<file path="config.mk">
export PLATFORM = sky130hd
export DESIGN_NAME = dpwTimer
export DESIGN_NICKNAME = d
export VERILOG_FILES = /design/src/rtl/dpwTimerPkg.sv /design/src/rtl/dpwTimerCtrl.sv /design/src/rtl/dpwTimerDp.sv /design/src/rtl/dpwTimer.sv
export SDC_FILE = /design/constraint.sdc
export NUM_CORES = 1
export LEC_CHECK = 0
export ABC_AREA = 1
export BUFFER_PORTS_ARGS = -buffer_cell sky130_fd_sc_hd__buf_2
export CAP_MARGIN = 25
export CORE_ASPECT_RATIO = 1.4
export CORE_MARGIN = 1.5
export CORE_UTILIZATION = 40
export DETAILED_ROUTE_END_ITERATION = 8
export PLACE_DENSITY = 0.62
export SLEW_MARGIN = 0
export SYNTH_ARGS = -nofsm -noshare
export SYNTH_HDL_FRONTEND = slang
export SYNTH_SLANG_ARGS = --single-unit
export TNS_END_PERCENT = 5
</file>
<file path="constraint.sdc">
create_clock -name clk -period 1.4 [get_ports clk]
set_clock_uncertainty 0.1 [all_clocks]
set_input_delay 0.07 -clock clk [delete_from_list [all_inputs] [get_ports clk]]
set_output_delay 0.07 -clock clk [all_outputs]
set_load 0.03 [all_outputs]
</file>
<file path="src/rtl/dpwTimerPkg.sv">
package dpwTimerPkg;
  localparam int AddrW = 3;
  localparam logic [AddrW-1:0] AddrCtrl = 3'd0;
  localparam logic [AddrW-1:0] AddrOut  = 3'd1;
  localparam logic [AddrW-1:0] AddrPri  = 3'd2;
  localparam logic [AddrW-1:0] AddrSec  = 3'd3;
  localparam logic [AddrW-1:0] AddrCnt  = 3'd4;
  localparam logic [1:0] ModeWave = 2'b01;
  localparam int CtrlBits = 4;
  localparam int OutBits  = 3;

  typedef struct packed {
    logic run;
    logic loadCnt;
    logic polarity;
  } tmrStrobe_t;
endpackage

</file>
<file path="src/rtl/dpwTimerCtrl.sv">
module dpwTimerCtrl
  import dpwTimerPkg::*;
#(
  parameter int DataW = 8
) (
  input  logic             clk,
  input  logic             rst,
  input  logic             wrEn,
  input  logic [AddrW-1:0] wrAddr,
  input  logic [DataW-1:0] wrData,
  input  logic [AddrW-1:0] rdAddr,
  input  logic [DataW-1:0] cntVal,
  output logic [DataW-1:0] rdData,
  output logic [DataW-1:0] priRel,
  output logic [DataW-1:0] secRel,
  output tmrStrobe_t       strb
);
  localparam int CtrlPad = DataW - CtrlBits;
  localparam int OutPad  = DataW - OutBits;

  logic [CtrlBits-1:0] ctrlReg;
  logic [OutBits-1:0]  outReg;
  logic                runNow;

  assign runNow = ctrlReg[0] && (ctrlReg[3:2] == ModeWave);

  always_ff @(posedge clk) begin
    if (rst) begin
      ctrlReg <= '0;
      outReg  <= '0;
      priRel  <= '0;
      secRel  <= '0;
    end else if (wrEn) begin
      case (wrAddr)
        AddrCtrl: ctrlReg <= wrData[CtrlBits-1:0];
        AddrOut:  outReg  <= wrData[OutBits-1:0];
        AddrPri:  priRel  <= wrData;
        AddrSec:  secRel  <= wrData;
        default: ;
      endcase
    end
  end

  always_comb begin
    strb.run      = runNow;
    strb.loadCnt  = wrEn && (wrAddr == AddrPri) && !runNow;
    strb.polarity = outReg[0];
  end

  always_comb begin
    case (rdAddr)
      AddrCtrl: rdData = {{CtrlPad{1'b0}}, ctrlReg};
      AddrOut:  rdData = {{OutPad{1'b0}}, outReg};
      AddrPri:  rdData = priRel;
      AddrSec:  rdData = secRel;
      AddrCnt:  rdData = cntVal;
      default:  rdData = '0;
    endcase
  end
endmodule

</file>
<file path="src/rtl/dpwTimerDp.sv">
module dpwTimerDp
  import dpwTimerPkg::*;
#(
  parameter int DataW = 8
) (
  input  logic             clk,
  input  logic             rst,
  input  logic             tickEn,
  input  tmrStrobe_t       strb,
  input  logic [DataW-1:0] loadVal,
  input  logic [DataW-1:0] priRel,
  input  logic [DataW-1:0] secRel,
  output logic [DataW-1:0] cntVal,
  output logic             waveOut,
  output logic             underflow
);
  logic phaseSec;
  logic cntZero;

  assign cntZero = (cntVal == '0);

  always_ff @(posedge clk) begin
    if (rst) begin
      cntVal    <= '0;
      phaseSec  <= 1'b0;
      underflow <= 1'b0;
    end else begin
      underflow <= 1'b0;
      if (!strb.run) begin
        phaseSec <= 1'b0;
        if (strb.loadCnt) cntVal <= loadVal;
      end else if (tickEn) begin
        if (!cntZero) begin
          cntVal <= cntVal - 1'b1;
        end else if (phaseSec) begin
          cntVal    <= priRel;
          phaseSec  <= 1'b0;
          underflow <= 1'b1;
        end else begin
          cntVal   <= secRel;
          phaseSec <= 1'b1;
        end
      end
    end
  end

  always_comb begin
    if (!strb.run) waveOut = strb.polarity;
    else if (phaseSec) waveOut = strb.polarity;
    else waveOut = !strb.polarity;
  end
endmodule

</file>
<file path="src/rtl/dpwTimer.sv">
module dpwTimer
  import dpwTimerPkg::*;
#(
  parameter int DataW = 8
) (
  input  logic             clk,
  input  logic             rst,
  input  logic             tickEn,
  input  logic             wrEn,
  input  logic [2:0]       wrAddr,
  input  logic [DataW-1:0] wrData,
  input  logic [2:0]       rdAddr,
  output logic [DataW-1:0] rdData,
  output logic             waveOut,
  output logic             underflow
);
  tmrStrobe_t       strb;
  logic [DataW-1:0] priRel;
  logic [DataW-1:0] secRel;
  logic [DataW-1:0] cntVal;

  dpwTimerCtrl #(.DataW(DataW)) u_ctrl (
    .clk(clk), .rst(rst), .wrEn(wrEn), .wrAddr(wrAddr), .wrData(wrData),
    .rdAddr(rdAddr), .cntVal(cntVal), .rdData(rdData),
    .priRel(priRel), .secRel(secRel), .strb(strb)
  );

  dpwTimerDp #(.DataW(DataW)) u_dp (
    .clk(clk), .rst(rst), .tickEn(tickEn), .strb(strb), .loadVal(wrData),
    .priRel(priRel), .secRel(secRel), .cntVal(cntVal),
    .waveOut(waveOut), .underflow(underflow)
  );
endmodule

</file>
* Yosys cells after proc, flatten, opt, wreduce, memory -nomap -nowiden
Index checks and enable logic that the tools add are counted.
W data, S select, Z words.
** Cells by class
- Add/subtract/negate cells :: 1
- $mul :: 0
- Div/mod/pow operators :: 0
- $lt $le $gt $ge :: 0
- Equality and inequality tests :: 9
- Shift-type cells :: 0
- Muxes and demuxes :: 10
- Bitwise gates (word level) :: 3
- Reduce and logical (&&, ||, !) cells :: 17
** Operators with widths (count)
- $mux W8 :: 5
- $pmux W8 S5 :: 1
- $eq A3 B2 Y1 const B :: 4
- $reduce_and A2 Y1 :: 6
- $logic_not A8 Y1 :: 1
- $sub A8 B1 Y8 const B :: 1
- $eq A3 B1 Y1 const B :: 2
- $logic_not A3 Y1 :: 2
- $mux W1 :: 4
- $reduce_or A4 Y1 :: 1
- $eq A3 B3 Y1 const B :: 1
- $logic_and A1 B1 Y1 :: 3
- $not A1 Y1 :: 3
- $eq A2 B1 Y1 const B :: 1
- $logic_not A1 Y1 :: 2
- $ne A2 B2 Y1 const B :: 1
- $reduce_bool A2 Y1 :: 1
- $reduce_or A2 Y1 :: 1
** Storage, ports and cells
- Flip-flop bits (word level) :: 33
- Latch bits :: 0
- Memory bits (writable) :: 0
- ROM bits :: 0
- Output and inout port bits :: 10
- Logic and storage cells :: 47
- Memories :: 0

* Logic depth before layout (Yosys ltp)
- Word-level depth :: 6
- Gate-level depth with buffers :: 9
- Depth with buffers taken out :: 9

* Modules after synthesis
Synthesis repeated with hierarchy kept, for this count alone.
** Unflattened totals
- Cell total of the unflattened synthesis :: 379
- Area, all modules :: 2254.7 um2
** Modules (own cells, without submodules)
- dpwTimerCtrl :: times used 1, cells each 241, area each 1426.4 um2
- dpwTimerDp :: times used 1, cells each 138, area each 828.3 um2

* Worst setup path before layout
No wires, ideal clock.
- Kind :: reg2reg
- Start point :: register u_dp.cntVal[0]
- End point :: register u_dp.cntVal[1]
- Library setup time :: 120 ps
- Arrival :: 1182 ps
- Data required time :: 1180 ps
- Slack :: -2 ps
- Cell stages (with the launch flop) :: 9
- Path buffers :: 1
- Period minus slack after synthesis :: 1402 ps
- Cells stage by stage :: dfxtp_1 inv_1 ha_1 nand2_1 nor2_4 buf_6 nor2_1 nor3_1 nor3_2
** Between the ends
- Longest elaborated chain between the ends :: 4
- Elaborated cells on any way between the ends :: 5
** Ends and longest elaborated chain
- start: declaration :: RTL line dpwTimerDp.sv:13 : output logic [DataW-1:0] cntVal,
- start signal: assignment :: RTL line dpwTimerDp.sv:31 : if (strb.loadCnt) cntVal <= loadVal;
- start signal: assignment :: RTL line dpwTimerDp.sv:34 : cntVal <= cntVal - 1'b1;
- start signal: assignment :: RTL line dpwTimerDp.sv:36 : cntVal <= priRel;
- $sub A8 B1 Y8 or $logic_not A8 Y1 (tied branches) :: RTL line dpwTimerDp.sv:34, dpwTimerDp.sv:20
- $mux W8 * :: RTL line dpwTimerDp.sv:33 : if (!cntZero) begin
- $mux W8 * :: RTL line dpwTimerDp.sv:32 : end else if (tickEn) begin
- $mux W8 * :: RTL line dpwTimerDp.sv:29 : if (!strb.run) begin
Every way passes the cells marked *; elsewhere a longest branch is shown, timed or not. The select of a mux whose other input is x is not followed.
A chain may end at the register's enable or synchronous reset.

* Worst setup path after layout
- Start point :: register u_dp.cntVal[1]
- End point :: output rdData[1]
** Between the ends
- Longest elaborated chain between the ends :: 1
** Ends and longest elaborated chain
- $pmux W8 S5 :: RTL line dpwTimerCtrl.sv:51 : case (rdAddr)
- end: declaration :: RTL line dpwTimer.sv:13 : output logic [DataW-1:0] rdData,
Every way passes these cells.

==> results.md <==
- Status: complete, but fails checks
- Violated checks: negative setup slack
- Total number of vias: 2005
- P_int: 1.567 mW
- Clock Latency Late Sink: 0.28 ns
- Final core occ: 0.5788
- Die width: 60.99 um
- Clk pwr share: 0.334
- Main combinational cell family by area after synthesis: simple AND/OR/NAND/NOR gates
- Fin worst setup slack: -0.02278 ns
- CP Max Fanout: 3
- DRT Pass-1 Iters: 4
- CP startpoint kind: flip-flop
- Cells after Synth: 281
- Sw Share: 0.2842
- Worst EP arrival: 1.25 ns
- Iter 0 DRT Violations: 62
- Antenna diode count: 0
- Final setup vio count: 4
- Area grow syn2layout: 39.40%
- R2R Setup Slk: -0.02 ns
- Filler instances: 456
- Starting Density: 0.4152
- Mux cell area share after synthesis: 0
- Fraction of the mapped netlist area in compound gates: 0.2498
- Clk root buf: clkbuf_8
- Top post-synthesis cells by area: dfxtp_1, nand2_1, o21ai_0, a21oi_1, inv_1
- Power per cell area: 834.0 nW/um2
- Final ANT Viol Nets: 0
- Comb pwr share: 0.212
- Number of remaining DRC errors: 0
- Yosys top cell area share: 0.3508
- Dpl hpwl: 4.088 mm
- Full die area: 5134 um2
- Syn nets: 301
- I/O pin cnt: 28
- Final WL: 5.464 mm
- Worst slew margin: 0.7973
- GR Util All Layers: 0.2263
- Register area share after synthesis: 0.3508
- Xor/xnor share of the synthesized area: 0.009302
- Synth unique cells: 29
- Final Non-Filler Cells: 407
- Chip Height: 84.18 um
- CTS buffer count: 5
- Reg power frac: 0.454
- WL per Instance: 13.43 um
- Switching Power: 0.6223 mW
- Crit Path Category: reg -> out
- Synth Area per Inst: 6.701 um2
- Hold crit path type: in -> reg
- Multi-input logic area: 1139 um2
- Post-synth EDFFs: 0
- RD Place Congestion: 0.8272
- CTS tree: built
- Maximum capacitance violations: 0
- Global-route wire length before repair: 8.832 mm
- Initial antenna violation count: 0
- Yosys Warn Count: 0
- Core Box Area: 4536 um2
- CP required: 1.23 ns
- Yosys reg bits: 33
- Rows: 29
- Share of layout cells above drive strength 1: 0.3072
- H-tree depth: 2
- Fin crit share: 1.016
- Critical path endpoint category: primary output
- Grt ovf: 0
- Largest net degree at the start of global routing: 30
- Main synth FF type: dfxtp_1
- IO buf count: 27
- Total leakage power: 1.128 nW
- Syn Std Cell Area: 1883 um2
- Slew Limit Fails: 0
- Worst-Margin Slew: 0.3030 ns
- Vias in the first global route: 1889
- Final nets: 365
- FF/Latch Area: 671.9 um2
- Setup TNS: -0.06398 ns
- Vias per std cell: 4.926
- Synth Area in Adders: 0.01329
- Synth area leader: dfxtp_1
- Clock Pin Slew Worst Setup and Hold Paths: 0.07 ns
- Simple-gate share of the synthesized area: 0.2870
- Clock sink count: 33
- Final hold violations: 0
- VDD IR-drop max: 690.5 uV
- Bufs on Longest Clock Path: 2
- Unrepaired setup endpoints after global routing: true
- Final worst path period need: 1.423 ns
- Peak Freq: 702.9 MHz
- Placed insts: 389
- Async SR Flop Fraction: 0
==> routing by layer <==
| layer | share of wire | global-route usage | wire length [um] | vias up |
|---|---|---|---|---|
| li1 | - | - | - | 1058 |
| met1 | 0.43 | 0.2934 | 2339 | 902 |
| met2 | 0.53 | 0.3783 | 2917 | 39 |
| met3 | 0.027 | 0.03698 | 148 | 6 |
| met4 | 0.011 | 0.06522 | 59 | 0 |
| met5 | 0 | 0 | 0 | - |
==> cells in the final DEF (no fill, tap or decap), types with 2 or more instances in the layout <==
cell type      count
nand2_1           54
inv_1             28
o21ai_0           34
o221ai_2           2
buf_2             18
nor2_2             3
buf_4             30
dfxtp_1           24
buf_6              3
nor2_1            29
nand2_4            3
inv_4              2
xor2_1             2
a21oi_2            5
dlygate4sd3_1     10
buf_12             2
o21ai_2            3
nor3_4             2
nor3_2             3
nor2_4             3
a21oi_1           25
o21ai_1            7
inv_2              5
nand2_2            3
o211ai_1           7
dfxtp_2            9
clkbuf_8           6
nand3_1           13
==> synth_stat cells, types with 2 or more instances <==
| cell type | count |
|---|---|
| a21oi_1 | 29 |
| buf_2 | 3 |
| clkbuf_1 | 3 |
| dfxtp_1 | 33 |
| ha_1 | 2 |
| inv_1 | 34 |
| nand2_1 | 56 |
| nand2_4 | 3 |
| nand3_1 | 13 |
| nor2_1 | 32 |
| nor2_2 | 2 |
| nor3_1 | 3 |
| nor3_4 | 2 |
| o211ai_1 | 7 |
| o21ai_0 | 40 |
| o21ai_1 | 3 |
| o221ai_1 | 3 |
| xor2_1 | 2 |
==> cell families after synthesis <==
family	Yosys count
adders and majority gates	2
xor gates and xnor gates	2
and+or+nand+nor	116
AOI/OAI and AO/OA	86
buffers and inverters	42
DFF	33
==> power groups by stage <==
stage	registers [mW]	logic (mW)	clock network (mW)
finish	0.994	0.463	0.732
global route	0.997	0.507	0.778
CTS	0.991	0.414	0.750
detailed placement	1.01	0.383	0
global placement	1.01	0.379	0
floorplan	1.01	0.227	0
==> through the flow <==
step	hold WS, ns	cell area [um2]	power [mW]	worst slack, ns
final	0.1146	2625	2.189	-0.02278
after floorplan	0.03244	1883	1.234	0.02509
after global routing	0.1401	2625	2.282	-0.1085
after global placement	0.1853	2278	1.388	0.01628
after detailed placement	0.1941	2278	1.392	-0.03467
after CTS	0.1189	2515	2.155	-0.02606
==> what timing repair did <==
item / CTS / global route
hold endpoints to repair: 16 / 0
hold buffers: 10 / 0
cloned: 0 / 1
buffers inserted: 1 / 0
gates resized for setup: 27 / 29
setup endpoints to repair: 14 / 19
pin swaps: 2 / 9
==> critical path, cell delays in order, from the launching register on <==
cell	delay [ns]
dfxtp_2	0.35
inv_4	0.05
buf_6	0.11
o21ai_2	0.13
a21oi_2	0.05
o211ai_1	0.09
buf_4	0.19
==> flip-flops by register name, indices dropped and copies added, names as in the netlist <==
register        count
u_ctrl.ctrlReg      4
u_dp.phaseSec       1
u_dp.cntVal         8
u_ctrl.outReg       3
u_ctrl.secRel       8
u_dp.underflow      1
u_ctrl.priRel       8
==> path summary, 6_finish.rpt <==
| path | startpoint | to | depth (start not counted) |
|---|---|---|---|
| min reg2reg | u_ctrl.ctrlReg[1] | u_ctrl.ctrlReg[1] | 2 |
| min | wrAddr[0] | u_dp.cntVal[6] | 6 |
| max reg2reg | u_dp.cntVal[0] | u_dp.cntVal[7] | 9 |
| max | u_dp.cntVal[1] | rdData[1] | 6 |
==> cell type report <==
class	instances	share of cell area
timing repair buffer	64	0.1959
clock buffer	7	0.03289
multi-input combinational	206	0.4337
inverter	35	0.05195
tap	62	0.02955
sequential	33	0.2560
No activity file was read; power rests on OpenSTA's default activity.
